**src/rtl/lock_qual_pkg.sv**
```systemverilog
package lock_qual_pkg;
  localparam int MAX_LINES = 100000;

  // Converts a 3-bit count code into a line count.
  function automatic int code_lines(input logic [2:0] code);
    case (code)
      3'd0: code_lines = 1;
      3'd1: code_lines = 2;
      3'd2: code_lines = 5;
      3'd3: code_lines = 10;
      3'd4: code_lines = 100;
      3'd5: code_lines = 500;
      3'd6: code_lines = 1000;
      default: code_lines = MAX_LINES;
    endcase
  endfunction
endpackage

```
**src/rtl/lock_src_mux.sv**
```systemverilog
module lock_src_mux #(
  parameter int NSRC = 2,
  localparam int SW = (NSRC > 1) ? $clog2(NSRC) : 1
) (
  input  logic [NSRC-1:0] raw_i,
  input  logic [SW-1:0]   sel_i,
  output logic            raw_o
);
  logic [NSRC-1:0] pick;
  for (genvar g = 0; g < NSRC; g++) begin : g_pick
    assign pick[g] = raw_i[g] & (sel_i == SW'(g));
  end
  assign raw_o = |pick;
endmodule

```
**src/rtl/lock_hyst_counter.sv**
```systemverilog
module lock_hyst_counter
  import lock_qual_pkg::*;
#(
  parameter int LINES_MAX = MAX_LINES,
  localparam int CW = $clog2(LINES_MAX + 1)
) (
  input  logic       clk,
  input  logic       rst_n,
  input  logic       line_stb_i,
  input  logic       raw_i,
  input  logic [2:0] enter_code_i,
  input  logic [2:0] exit_code_i,
  output logic       status_o,
  output logic       rise_o,
  output logic       fall_o
);
  logic          status_q;
  logic [CW-1:0] cnt_q;
  logic [CW-1:0] tgt_q;
  logic [CW-1:0] thresh;
  logic [CW-1:0] cnt_inc;
  logic          disagree;
  logic          flip;

  // The code is taken from the pin only when no count is in progress.
  assign thresh   = (cnt_q == '0) ? CW'(code_lines(status_q ? exit_code_i : enter_code_i)) : tgt_q;
  assign cnt_inc  = cnt_q + CW'(1);
  assign disagree = line_stb_i && (raw_i != status_q);
  assign flip     = disagree && (cnt_inc >= thresh);

  always_ff @(posedge clk or negedge rst_n) begin
    if (!rst_n) begin
      status_q <= 1'b0;
      cnt_q    <= '0;
      tgt_q    <= '0;
    end else if (line_stb_i) begin
      if (!disagree) begin
        cnt_q <= '0;
      end else if (flip) begin
        status_q <= ~status_q;
        cnt_q    <= '0;
      end else begin
        cnt_q <= cnt_inc;
        if (cnt_q == '0) tgt_q <= thresh;
      end
    end
  end

  assign status_o = status_q;
  assign rise_o   = flip && !status_q;
  assign fall_o   = flip && status_q;

  assert_status_on_line_R6: assert property (@(posedge clk) disable iff (!rst_n)
    !$past(line_stb_i) |-> $stable(status_q));
  assert_count_below_target_R5: assert property (@(posedge clk) disable iff (!rst_n)
    (cnt_q != '0) |-> (cnt_q < tgt_q));
  assert_target_held_R9: assert property (@(posedge clk) disable iff (!rst_n)
    ($past(cnt_q) != '0 && cnt_q != '0) |-> $stable(tgt_q));
endmodule

```
**src/rtl/lock_event_flags.sv**
```systemverilog
module lock_event_flags (
  input  logic clk,
  input  logic rst_n,
  input  logic rise_i,
  input  logic fall_i,
  input  logic rd_clr_i,
  input  logic status_i,
  output logic gained_o,
  output logic lost_o,
  output logic sticky_o
);
  always_ff @(posedge clk or negedge rst_n) begin
    if (!rst_n) begin
      gained_o <= 1'b0;
      lost_o   <= 1'b0;
      sticky_o <= 1'b0;
    end else begin
      gained_o <= rise_i;
      lost_o   <= fall_i;
      // A new loss takes precedence over a clear in the same cycle.
      sticky_o <= fall_i | (sticky_o & ~rd_clr_i);
    end
  end

  assert_pulse_excl_R7: assert property (@(posedge clk) disable iff (!rst_n)
    !(gained_o && lost_o));
  assert_gain_on_rise_R7: assert property (@(posedge clk) disable iff (!rst_n)
    $rose(status_i) |-> gained_o);
  assert_loss_on_fall_R7: assert property (@(posedge clk) disable iff (!rst_n)
    $fell(status_i) |-> lost_o);
  assert_sticky_with_loss_R8: assert property (@(posedge clk) disable iff (!rst_n)
    lost_o |-> sticky_o);
endmodule

```
**src/rtl/lock_qual_top.sv**
```systemverilog
module lock_qual_top
  import lock_qual_pkg::*;
#(
  parameter int LINES_MAX = MAX_LINES
) (
  input  logic       clk,
  input  logic       rst_n,
  input  logic       line_stb,
  input  logic       raw_lock_a,
  input  logic       raw_lock_b,
  input  logic       src_sel,
  input  logic [2:0] enter_code,
  input  logic [2:0] exit_code,
  input  logic       rd_clr,
  output logic       lock_status,
  output logic       lost_sticky,
  output logic       lock_gained,
  output logic       lock_lost
);
  logic raw_sel;
  logic rise;
  logic fall;

  lock_src_mux #(.NSRC(2)) u_mux (
    .raw_i ({raw_lock_b, raw_lock_a}),
    .sel_i (src_sel),
    .raw_o (raw_sel)
  );

  lock_hyst_counter #(.LINES_MAX(LINES_MAX)) u_cnt (
    .clk          (clk),
    .rst_n        (rst_n),
    .line_stb_i   (line_stb),
    .raw_i        (raw_sel),
    .enter_code_i (enter_code),
    .exit_code_i  (exit_code),
    .status_o     (lock_status),
    .rise_o       (rise),
    .fall_o       (fall)
  );

  lock_event_flags u_flags (
    .clk      (clk),
    .rst_n    (rst_n),
    .rise_i   (rise),
    .fall_i   (fall),
    .rd_clr_i (rd_clr),
    .status_i (lock_status),
    .gained_o (lock_gained),
    .lost_o   (lock_lost),
    .sticky_o (lost_sticky)
  );

  assert_reset_unlocked_R1: assert property (@(posedge clk)
    !rst_n |=> (!lock_status || rst_n));
endmodule

```
**config.mk**
```make
export PLATFORM = sky130hd
export DESIGN_NAME = lock_qual_top
export DESIGN_NICKNAME = d
export VERILOG_FILES = /design/src/rtl/lock_qual_pkg.sv /design/src/rtl/lock_src_mux.sv /design/src/rtl/lock_hyst_counter.sv /design/src/rtl/lock_event_flags.sv /design/src/rtl/lock_qual_top.sv
export SDC_FILE = /design/constraint.sdc
export NUM_CORES = 1
export LEC_CHECK = 0
export BUFFER_PORTS_ARGS = -buffer_cell sky130_fd_sc_hd__buf_2
export CORE_MARGIN = 8
export CORE_UTILIZATION = 60
export DETAILED_ROUTE_END_ITERATION = 16
export PLACE_DENSITY = 0.84
export SLEW_MARGIN = 20
export SYNTH_ARGS = -nofsm -noshare
export SYNTH_HDL_FRONTEND = slang
export SYNTH_SLANG_ARGS = --single-unit
export TNS_END_PERCENT = 30
```
**constraint.sdc**
```tcl
create_clock -name clk -period 4.7 [get_ports clk]
set_input_delay 0.47 -clock clk [delete_from_list [all_inputs] [get_ports clk]]
set_output_delay 0.47 -clock clk [all_outputs]
set_load 0.01 [all_outputs]
```
==> flow_summary.ini <==
[power]
power-per-cell-area_mw_per_mm2 = 483
switching_power_mw = 0.511
combinationalPowerShare_pct = 46.1
max-vdd-ir-drop_mv = 0.325
switching_share_pct = 40.5
internal_cell_power_mw = 0.750
power.static_leakage_nw = 1.27
relative_contribution_of_sequential_cells_to_total_power_pct = 35.3
report.power.total_mw = 1.26
clkPwrFrac_pct = 18.6

[floorplan]
dieWidth_um = 79.4
die_area_mm2 = 0.00630
io_pins = 17
die_height_um = 79.4
coreArea_mm2 = 0.00394
rows = 23
starting_density_of_the_core_pct = 61.1

[timing]
setup_violating_endpoint_count_in_the_final_report = 0
final.setup_skew_ns = 0.0102
relSlewSlack_pct = 42.7
grt_setup_unrepaired = no
timing.setup.tns_ns = 0
final_critical_path_setup_slack_ns = 0.770
report.final.hold_viol_count = 0
final_max_slew_viol_count = 0
min_period_over_period_pct = 83.6
hold_worst_slack_ns = 0.280
pin_slew_with_the_least_headroom_to_its_limit_ns = 0.859
period_minus_slack_ns = 3.93
max_freq_mhz = 254

[routing]
wl_um = 5120
drt-initial-drc-count = 194
vias = 1898
drt_pass1_iterations = 4
detail_route.drc_violations = 0
postRouteAntennaNets = 0
avgViaCountPerCell = 6.14
wl_per_cell_um = 16.6

[layout]
share_of_post_route_cells_with_drive_strength_above_1_pct = 15.4
final_net_count = 290
finish.utilization_pct = 66.2
synthToLayoutAreaGrowth_pct = 8.42
layoutNonFillerInstCount = 309
final_area_mm2 = 0.00261
diodes = 0

[global_routing]
overflow = 0
largest_net_degree_at_the_start_of_global_routing = 39
global_route_wire_length_before_repair_um = 8620
grt_antenna_before_repair = 0
first_global_vias = 1949
gr-usage-all-layers_pct = 17.0

[clocking]
cts_inserted_buffers = 5
clockRootBuffer = sky130_fd_sc_hd__clkbuf_8
cts_max_level = 2
cts_sinks = 38
worst_skew_pair.late_latency_ns = 0.30
hold_buffers = 0
cts_resized = 0
cts_tree = done
postCtsSetupBuffers = 0
ctsLongestPathBuffers = 2
clkTransAtPathRegs_ns = 0.07

[worst_setup_path]
startpoint_type = flip-flop
crit_slowest_cell = sky130_fd_sc_hd__mux2i_1
cp.buffers_inverters = 0
delay_contributed_by_the_slowest_stage_of_the_critical_path_ns = 0.71
worstRegToRegCells = 11
timing.rr.end = u_cnt.tgt_q[1]$_DFFE_PN0P_
path_class = flip-flop to flip-flop
worst_path_dominant_cell_family = compound AO/OA/AOI/OAI gates
crit_chain = mux2i_1 > nand2_1 > o21ai_0 > mux2i_1 > ha_1 > a21oi_1 > o21ai_0 > a2111o_1 > a211oi_2 > nand3b_4 > mux2_2
end_kind = flip-flop
slack_of_the_worst_reg_to_reg_path_ns = 0.77
worst-endpoint-required_ns = 4.88
regToRegStartpoint = u_cnt.status_o$_DFFE_PN0P_
timing.critical_path.fanout_max = 17
timing.critical_path.arrival_ns = 4.11

[placement]
placed_cell_area_mm2 = 0.00252
io_buffer_count = 16
dp.cells = 301
place_worst_setup_slack_ns = 0.825
gp_congestion = 0.788
dp.final_hpwl_um = 3630

[synthesis]
netlist_instances = 242
ys_types = 36
postSynthAreaPerCell_um2 = 9.95
yosys_register_bits = 38
synth_enable_flop_cells = 0
seq_area_frac_synth_pct = 39.5
postSynth.asyncResetShare_pct = 100
synthDominantCellAreaShare_pct = 39.5
netlist_area_mm2 = 0.00241
count_of_warnings_emitted_by_yosys = 0
synth.largest_area_cell = sky130_fd_sc_hd__dfrtp_1
ys_top_cells_by_area = sky130_fd_sc_hd__dfrtp_1, sky130_fd_sc_hd__ha_1, sky130_fd_sc_hd__a32o_1
synth_top_flop_cell = sky130_fd_sc_hd__dfrtp_1
syn-num-nets = 274

[run_status]
run_status = finished, final reports clean

[flow_run]
timing.max_cap.violations = 0

[min_path]
min_path_type = input pin to async pin
## layout make-up
| class | instances | area [um2] |
|---|---|---|
| Timing Repair Buffer | 20 | 110 |
| Clock inverter | 1 | 5.00 |
| Fill cell | 298 | 1330 |
| Tap cell | 50 | 62.6 |
| Clock buffer | 7 | 86.3 |
| Sequential cell | 38 | 951 |
| Multi-Input combinational cell | 179 | 1340 |
| Inverter | 14 | 52.6 |
## cell families after synthesis
logic type / count (synthesis) / share of synthesized area [%]
DFF: 38 / 39.5
adders and majority gates: 19 / 9.87
AOI/OAI and AO/OA: 48 / 14.5
buffers and inverters: 25 / 4.73
and+or+nand+nor: 75 / 16.5
xor gates and xnor gates: 17 / 6.18
muxes: 20 / 8.73
## Yosys cell counts (2+ instances only)
master                      n
sky130_fd_sc_hd__a211oi_2   2
sky130_fd_sc_hd__inv_1     13
sky130_fd_sc_hd__or2_2      2
sky130_fd_sc_hd__buf_6      2
sky130_fd_sc_hd__xnor2_1    9
sky130_fd_sc_hd__ha_1      19
sky130_fd_sc_hd__xor2_1     8
sky130_fd_sc_hd__nor3_1     8
sky130_fd_sc_hd__mux2_2     8
sky130_fd_sc_hd__nand4_1    7
sky130_fd_sc_hd__a21oi_1   17
sky130_fd_sc_hd__nand3_1    7
sky130_fd_sc_hd__and2_1     5
sky130_fd_sc_hd__nor2_1    18
sky130_fd_sc_hd__mux2i_1   12
sky130_fd_sc_hd__nand2_1   13
sky130_fd_sc_hd__clkbuf_1   7
sky130_fd_sc_hd__dfrtp_1   38
sky130_fd_sc_hd__and4_1     3
sky130_fd_sc_hd__and3_1     3
sky130_fd_sc_hd__o211ai_1   2
sky130_fd_sc_hd__a32o_1    14
sky130_fd_sc_hd__o21ai_0    8
sky130_fd_sc_hd__nor4_1     5
## cell usage in the layout (no fill, tap or decap), types with 9 or more instances in the layout
master,n
sky130_fd_sc_hd__a21oi_1,17
sky130_fd_sc_hd__a32o_1,14
sky130_fd_sc_hd__buf_2,16
sky130_fd_sc_hd__dfrtp_1,38
sky130_fd_sc_hd__ha_1,19
sky130_fd_sc_hd__inv_1,13
sky130_fd_sc_hd__mux2i_1,12
sky130_fd_sc_hd__nand2_1,13
sky130_fd_sc_hd__nor2_1,18
sky130_fd_sc_hd__xnor2_1,9
## power groups by stage
stage	clock, mW	sequential (mW)	combinational (mW)
6_report	0.234	0.446	0.581
5_1_grt	0.250	0.455	0.638
4_1_cts	0.236	0.445	0.580
3_5_place_dp	0	0.451	0.570
3_3_place_gp	0	0.448	0.553
2_1_floorplan	0	0.428	0.472
## worst register-to-register path: stages, from the launching register on
cell and delay [ns]:
sky130_fd_sc_hd__dfrtp_1 0.58, sky130_fd_sc_hd__mux2i_1 0.71, sky130_fd_sc_hd__nand2_1 0.20, sky130_fd_sc_hd__o21ai_0 0.26, sky130_fd_sc_hd__mux2i_1 0.11, sky130_fd_sc_hd__ha_1 0.32, sky130_fd_sc_hd__a21oi_1 0.12, sky130_fd_sc_hd__o21ai_0 0.10
sky130_fd_sc_hd__a2111o_1 0.43, sky130_fd_sc_hd__a211oi_2 0.33, sky130_fd_sc_hd__nand3b_4 0.29, sky130_fd_sc_hd__mux2_2 0.36
## flip-flops by register name, summed over array words and instances, names as in the netlist
name	cells
u_flags.lost_o	1
u_cnt.tgt_q	17
u_flags.gained_o	1
u_cnt.status_o	1
u_cnt.cnt_q	17
u_flags.sticky_o	1
## worst max path at each step
stage / startpoint / endpoint / cells past startpoint
after floorplan: u_cnt.cnt_q[0]$_DFFE_PN0P_ / u_cnt.tgt_q[11]$_DFFE_PN0P_ / 15
after global placement: u_cnt.status_o$_DFFE_PN0P_ / u_cnt.tgt_q[3]$_DFFE_PN0P_ / 11
after detailed placement: u_cnt.status_o$_DFFE_PN0P_ / u_cnt.tgt_q[1]$_DFFE_PN0P_ / 11
after CTS: u_cnt.status_o$_DFFE_PN0P_ / u_cnt.tgt_q[5]$_DFFE_PN0P_ / 11
after global routing: u_cnt.status_o$_DFFE_PN0P_ / u_cnt.tgt_q[1]$_DFFE_PN0P_ / 11
final: u_cnt.status_o$_DFFE_PN0P_ / u_cnt.tgt_q[1]$_DFFE_PN0P_ / 11
## layer usage
layer / routed length [um] / vias up / part of all wire, % / global-route usage [%]
li1: - / 916 / - / -
met5: 0 / - / 0 / 0
met1: 2240 / 911 / 44 / 19.5
met4: 157 / 0 / 3.1 / 8.33
met3: 208 / 14 / 4.1 / 3.50
met2: 2510 / 57 / 49 / 29.3
Note: power is estimated with default switching activity, not from simulation.
